--- config.mk ---
export PLATFORM = sky130hd
export DESIGN_NAME = lp_rtc_ctrl
export DESIGN_NICKNAME = d
export VERILOG_FILES = /design/src/rtl/lp_rtc_pkg.sv /design/src/rtl/lp_rtc_decode.sv /design/src/rtl/lp_rtc_counter.sv /design/src/rtl/lp_rtc_ctrl_reg.sv /design/src/rtl/lp_rtc_ctrl.sv
export SDC_FILE = /design/constraint.sdc
export NUM_CORES = 1
export LEC_CHECK = 0
export BUFFER_PORTS_ARGS = -buffer_cell sky130_fd_sc_hd__buf_2
export CAP_MARGIN = 0
export CELL_PAD_IN_SITES_DETAIL_PLACEMENT = 0
export CELL_PAD_IN_SITES_GLOBAL_PLACEMENT = 1
export CORE_UTILIZATION = 35
export CTS_CLUSTER_DIAMETER = 120
export DETAILED_ROUTE_END_ITERATION = 6
export GPL_TIMING_DRIVEN = 0
export HOLD_SLACK_MARGIN = 0.1
export PLACE_DENSITY_LB_ADDON = 0.05
export SLEW_MARGIN = 20
export SYNTH_ARGS = -nofsm -noshare
export SYNTH_HDL_FRONTEND = slang
export SYNTH_SLANG_ARGS = --single-unit
--- constraint.sdc ---
create_clock -name clk -period 7.5 [get_ports clk]
set_clock_uncertainty 0.2 [all_clocks]
set_input_delay 1.5 -clock clk [delete_from_list [all_inputs] [get_ports clk]]
set_output_delay 1.5 -clock clk [all_outputs]
set_load 0.005 [all_outputs]
--- src/rtl/lp_rtc_pkg.sv ---
`timescale 1ns/1ps
// Package: shared register-select type for the low-power counter block.
// Assumes a single bus address selects at most one register.
package lp_rtc_pkg;
    typedef enum logic [1:0] {
        SEL_NONE   = 2'd0,
        SEL_CTRL   = 2'd1,
        SEL_CNT_HI = 2'd2,
        SEL_CNT_LO = 2'd3
    } reg_sel_e;
endpackage

--- src/rtl/lp_rtc_decode.sv ---
`timescale 1ns/1ps
// Module: lp_rtc_decode
// Maps a byte offset to a register select. Unmapped offsets select none.
// Assumes the three offsets are distinct.
module lp_rtc_decode
    import lp_rtc_pkg::*;
#(
    parameter int ADDR_W = 8,
    parameter logic [ADDR_W-1:0] OFF_CTRL   = 8'h38,
    parameter logic [ADDR_W-1:0] OFF_CNT_HI = 8'h50,
    parameter logic [ADDR_W-1:0] OFF_CNT_LO = 8'h54
) (
    input  logic [ADDR_W-1:0] addr,
    output reg_sel_e          sel
);
    // Compare the offset against each mapped register.
    always_comb begin
        if (addr == OFF_CTRL)        sel = SEL_CTRL;
        else if (addr == OFF_CNT_HI) sel = SEL_CNT_HI;
        else if (addr == OFF_CNT_LO) sel = SEL_CNT_LO;
        else                         sel = SEL_NONE;
    end
endmodule

--- src/rtl/lp_rtc_counter.sv ---
`timescale 1ns/1ps
// Module: lp_rtc_counter
// Holds the real-time count. A half write replaces one half and keeps the
// other half's current value; a write takes priority over a tick.
// Assumes DATA_W < CNT_W <= 2*DATA_W and that wr_hi and wr_lo are exclusive.
module lp_rtc_counter #(
    parameter int CNT_W  = 47,
    parameter int DATA_W = 32
) (
    input  logic              clk,
    input  logic              rst_n,
    input  logic              tick_en,
    input  logic              wr_hi,
    input  logic              wr_lo,
    input  logic [DATA_W-1:0] wdata,
    output logic [CNT_W-1:0]  cnt_q
);
    localparam int HI_W = CNT_W - DATA_W;
    localparam logic [CNT_W-1:0] CNT_ONE = {{(CNT_W-1){1'b0}}, 1'b1};

    logic [HI_W-1:0]   hi_part;
    logic [DATA_W-1:0] lo_part;

    // Split the present count so both halves come from the same instant.
    always_comb begin
        hi_part = cnt_q[CNT_W-1:DATA_W];
        lo_part = cnt_q[DATA_W-1:0];
    end

    // Counter state: reset, partial loads, then the tick increment.
    always_ff @(posedge clk) begin
        if (!rst_n) begin
            cnt_q <= '0;
        end else if (wr_hi) begin
            cnt_q <= {wdata[HI_W-1:0], lo_part};
        end else if (wr_lo) begin
            cnt_q <= {hi_part, wdata};
        end else if (tick_en) begin
            cnt_q <= cnt_q + CNT_ONE;
        end
    end
endmodule

--- src/rtl/lp_rtc_ctrl_reg.sv ---
`timescale 1ns/1ps
// Module: lp_rtc_ctrl_reg
// Stores the low-power control word and raises a one-cycle shutdown request
// for each written word that carries both the turn-off and enable bits.
// Assumes OFF_BIT and EN_BIT are distinct positions below DATA_W.
module lp_rtc_ctrl_reg #(
    parameter int DATA_W  = 32,
    parameter int OFF_BIT = 6,
    parameter int EN_BIT  = 5
) (
    input  logic              clk,
    input  logic              rst_n,
    input  logic              wr_ctrl,
    input  logic [DATA_W-1:0] wdata,
    output logic [DATA_W-1:0] ctrl_q,
    output logic              shut_q
);
    logic power_off_word;

    // Detect the power-off bit combination in the incoming word.
    always_comb power_off_word = wdata[OFF_BIT] & wdata[EN_BIT];

    // Control word storage.
    always_ff @(posedge clk) begin
        if (!rst_n)       ctrl_q <= '0;
        else if (wr_ctrl) ctrl_q <= wdata;
    end

    // Shutdown pulse: high for the single cycle after a qualifying write.
    always_ff @(posedge clk) begin
        if (!rst_n) shut_q <= 1'b0;
        else        shut_q <= wr_ctrl & power_off_word;
    end
endmodule

--- src/rtl/lp_rtc_ctrl.sv ---
`timescale 1ns/1ps
// Module: lp_rtc_ctrl (top)
// Register-mapped real-time counter with a low-power control word.
// Assumes one access address per cycle; read and write may share it.
// Read data is registered and zero when no read was issued.
module lp_rtc_ctrl
    import lp_rtc_pkg::*;
#(
    parameter int ADDR_W  = 8,
    parameter int DATA_W  = 32,
    parameter int CNT_W   = 47,
    parameter int OFF_BIT = 6,
    parameter int EN_BIT  = 5,
    parameter logic [ADDR_W-1:0] OFF_CTRL   = 8'h38,
    parameter logic [ADDR_W-1:0] OFF_CNT_HI = 8'h50,
    parameter logic [ADDR_W-1:0] OFF_CNT_LO = 8'h54
) (
    input  logic              clk,
    input  logic              rst_n,
    input  logic              tick_en,
    input  logic [ADDR_W-1:0] bus_addr,
    input  logic              bus_wr,
    input  logic [DATA_W-1:0] bus_wdata,
    input  logic              bus_rd,
    output logic [DATA_W-1:0] bus_rdata,
    output logic              shutdown_req
);
    localparam int HI_W  = CNT_W - DATA_W;
    localparam int PAD_W = DATA_W - HI_W;

    reg_sel_e          sel;
    logic [CNT_W-1:0]  cnt_q;
    logic [DATA_W-1:0] ctrl_q;
    logic [DATA_W-1:0] rd_next;
    logic [DATA_W-1:0] rdata_q;
    logic              wr_hi;
    logic              wr_lo;
    logic              wr_ctrl;

    lp_rtc_decode #(
        .ADDR_W    (ADDR_W),
        .OFF_CTRL  (OFF_CTRL),
        .OFF_CNT_HI(OFF_CNT_HI),
        .OFF_CNT_LO(OFF_CNT_LO)
    ) decode_i (
        .addr(bus_addr),
        .sel (sel)
    );

    // Qualify the write strobe with the register select.
    always_comb begin
        wr_hi   = bus_wr && (sel == SEL_CNT_HI);
        wr_lo   = bus_wr && (sel == SEL_CNT_LO);
        wr_ctrl = bus_wr && (sel == SEL_CTRL);
    end

    lp_rtc_counter #(
        .CNT_W (CNT_W),
        .DATA_W(DATA_W)
    ) counter_i (
        .clk    (clk),
        .rst_n  (rst_n),
        .tick_en(tick_en),
        .wr_hi  (wr_hi),
        .wr_lo  (wr_lo),
        .wdata  (bus_wdata),
        .cnt_q  (cnt_q)
    );

    lp_rtc_ctrl_reg #(
        .DATA_W (DATA_W),
        .OFF_BIT(OFF_BIT),
        .EN_BIT (EN_BIT)
    ) ctrl_i (
        .clk    (clk),
        .rst_n  (rst_n),
        .wr_ctrl(wr_ctrl),
        .wdata  (bus_wdata),
        .ctrl_q (ctrl_q),
        .shut_q (shutdown_req)
    );

    // Read multiplexer over the pre-edge register values.
    always_comb begin
        unique case (sel)
            SEL_CTRL:   rd_next = ctrl_q;
            SEL_CNT_HI: rd_next = {{PAD_W{1'b0}}, cnt_q[CNT_W-1:DATA_W]};
            SEL_CNT_LO: rd_next = cnt_q[DATA_W-1:0];
            default:    rd_next = '0;
        endcase
    end

    // Registered read data, cleared in cycles without a read.
    always_ff @(posedge clk) begin
        if (!rst_n)      rdata_q <= '0;
        else if (bus_rd) rdata_q <= rd_next;
        else             rdata_q <= '0;
    end

    assign bus_rdata = rdata_q;
endmodule

==> flow_metrics.py <==
metrics = {
    "clocking": {
        "h-tree-depth": 3,
        "root_buffer": "clkbuf_16",
        "cts_sinks": 112,
        "cts_tree": "yes",
        "clk_path_buf_depth": 2,
        "ctsHoldBuffers": 0,
        "ctsResizeCount": 0,
        "clkTransAtPathRegs_ps": 70,
        "insertion_delay_ps": 360,
        "numCtsBuffers": 9,
        "post_cts_buffers": 0,
    },
    "floorplanning": {
        "rows": 44,
        "start_util_pct": 36.1,
        "io_pins": 78,
        "die_area_um2": 15600,
        "die_y_um": 125,
        "fp.dieW_um": 125,
        "core_um2": 14600,
    },
    "pwr": {
        "finalPower_w": 0.00115,
        "power_leakage_nw": 2.10,
        "powerDensity_nw_per_um2": 186,
        "ir_drop_mv": 0.104,
    },
    "finish": {
        "layout_commonest_cell": "dfxtp_1",
        "stdcell_count": 893,
        "antenna_cells": 0,
        "drive_above_1_share_pct": 17.5,
        "mostFrequentLayoutCells": "dfxtp_1, buf_2, nand2_1",
        "ff_latch_area_um2": 2240,
        "synthToLayoutAreaGrowth_pct": 17.3,
        "multi_input_area_um2": 2800,
        "fill_cells": 1547,
        "nets": 750,
    },
    "setup_path": {
        "start_kind": "input port",
        "critPathCaptureType": "register",
        "crit_arrival_ps": 3700,
        "worst-setup-path-type": "in2reg",
        "required_ps": 7540,
        "crit_top_cell": "buf_2",
        "max_stage_delay_ps": 500,
        "cp_slowest_cell": "or4b_1",
        "path_cells": "buf_2 > or4b_1 > buf_2 > nor4b_4 > nand3_2 > clkbuf_1 > o21ai_0 > a21oi_1",
        "path_max_fanout": 10,
    },
    "sta": {
        "max_freq_mhz": 273,
        "tightest_slew_ps": 1030,
        "setup_viol": 0,
        "hold-worst-slack_ps": 260,
        "finalSetupTns_ps": 0,
        "rsz0062_at_grt": "false",
        "hold_violations": 0,
        "period_needed_ps": 3660,
        "fin_crit_sh_pct": 48.8,
        "final_max_slew_viol_count": 0,
        "relSlewSlack_pct": 31.1,
    },
    "global_route": {
        "grt_max_degree": 18,
        "grt_pass1_vias": 4985,
        "overflow": 0,
        "antenna_found_initial": 0,
        "gr-usage-all-layers_pct": 24.8,
        "grt_first_pass_wirelength_um": 29400,
    },
    "synthesis": {
        "synthArstFlopShare_pct": 0,
        "ys_seq_area_share_pct": 42.5,
        "synthCells": 617,
        "dominantRegCellSynth": "dfxtp_1",
        "synth_area_leaders": "dfxtp_1, nand2_1, a21oi_1, nor2_1, xor2_1",
        "synth_cell_types": 55,
        "synth.ff_latch_count": 112,
        "ys.warnings.count": 0,
        "synth.net_count": 663,
        "netlist_area_um2": 5270,
        "synth_top_area_share_pct": 42.5,
        "syn_avg_cell_area_um2": 8.54,
        "yosysTopAreaCell": "dfxtp_1",
        "synth_edf_count": 0,
    },
    "placed_design": {
        "gp_congestion": 0.867,
        "dp_hpwl_um": 13800,
        "dpl.cell_count": 877,
        "io_buffers": 76,
    },
    "drt": {
        "vias": 5228,
        "drt-initial-drc-count": 593,
        "ant_nets": 0,
        "drc": 0,
        "first_pass_iters": 7,
        "via_per_inst": 5.85,
        "wl_per_cell_um": 21.2,
        "wirelength_um": 19000,
    },
    "status": {
        "status": "complete, no violations",
    },
    "hold_path": {
        "min_path_type": "reg2reg",
    },
    "run": {
        "maxCapViolations": 0,
    },
}
## cell usage after synthesis, drive strengths merged, types with 7 or more instances
| cell type | count |
|---|---|
| nand3 | 32 |
| nor3 | 12 |
| xnor2 | 12 |
| nor2 | 58 |
| a21oi | 58 |
| xor2 | 21 |
| o21ai | 25 |
| a222oi | 15 |
| and2 | 7 |
| nand2 | 82 |
| nor4 | 13 |
| a211oi | 9 |
| buf | 16 |
| clkbuf | 30 |
| mux2i | 9 |
| a22oi | 24 |
| o211ai | 7 |
| and3 | 8 |
| nand4 | 28 |
| dfxtp | 112 |
## worst max-delay path, delay by kind of cell
family,cells,cell delay (ps)
and+or+nand+nor,3,1160
buffers and inverters,3,700
AOI/OAI and AO/OA,2,340
## layer usage
metal  GRT usage [%]  up-vias  wire length, um  share of wire, %
met3            2.84       29             1400               7.4
met4            9.07        0              421               2.2
li1                -     2435                -                 -
met5               0        -                0                 0
met2            37.6      222             8320                44
met1            35.9     2542             8810                46
## cell families after synthesis
group | count (synthesis) | synth area share [%]
adder cells (fa/ha/maj) | 1 | 0.237
AND/OR/NAND/NOR | 259 | 27.0
multiplexers | 9 | 1.71
XOR/XNOR | 33 | 5.48
buffers and inverters | 51 | 4.39
AO/OA/AOI/OAI | 152 | 18.7
flip-flops | 112 | 42.5
## flip-flops by register name (all words and copies together), names as in the netlist
name,cells
ctrl_i.ctrl_q,32
bus_rdata,32
counter_i.cnt_q,47
ctrl_i.shut_q,1
## area by class of cell
| type | count | share of cell area, % |
|---|---|---|
| Buffer | 46 | 3.44 |
| Clock buffer | 12 | 3.99 |
| Clock inverter | 4 | 0.870 |
| Inverter | 5 | 0.304 |
| Multi-Input combinational cell | 454 | 45.3 |
| Sequential cell | 112 | 36.3 |
| Tap cell | 184 | 3.72 |
| Timing Repair Buffer | 76 | 6.15 |
## where the power goes
group           total, W  internal (W)  leakage [nW]  switching (W)
combinational  0.0000548     0.0000162          1.06      0.0000386
clock           0.000499      0.000270         0.139       0.000229
sequential      0.000598      0.000596         0.902     0.00000276
total            0.00115      0.000881          2.10       0.000271
## worst paths after layout
kind                      start             endpoint  slack (ps)  cells past startpoint
max reg2reg  counter_i.cnt_q[0]  counter_i.cnt_q[28]        4410                      7
max                 bus_addr[7]  counter_i.cnt_q[11]        3840                      8
min           ctrl_i.ctrl_q[26]    ctrl_i.ctrl_q[26]         260                      2
min reg2reg   ctrl_i.ctrl_q[26]    ctrl_i.ctrl_q[26]         260                      2
## metrics by stage
stage	setup WS (ps)	instance area [um2]	utilization (%)
2_1_floorplan	4080	5270	-
3_3_place_gp	3430	5880	40.3
3_5_place_dp	3450	5880	40.3
4_1_cts	3830	6180	42.4
5_1_grt	3670	6180	42.4
6_report	3840	6180	42.4
Note: power is estimated with default switching activity, not from simulation.
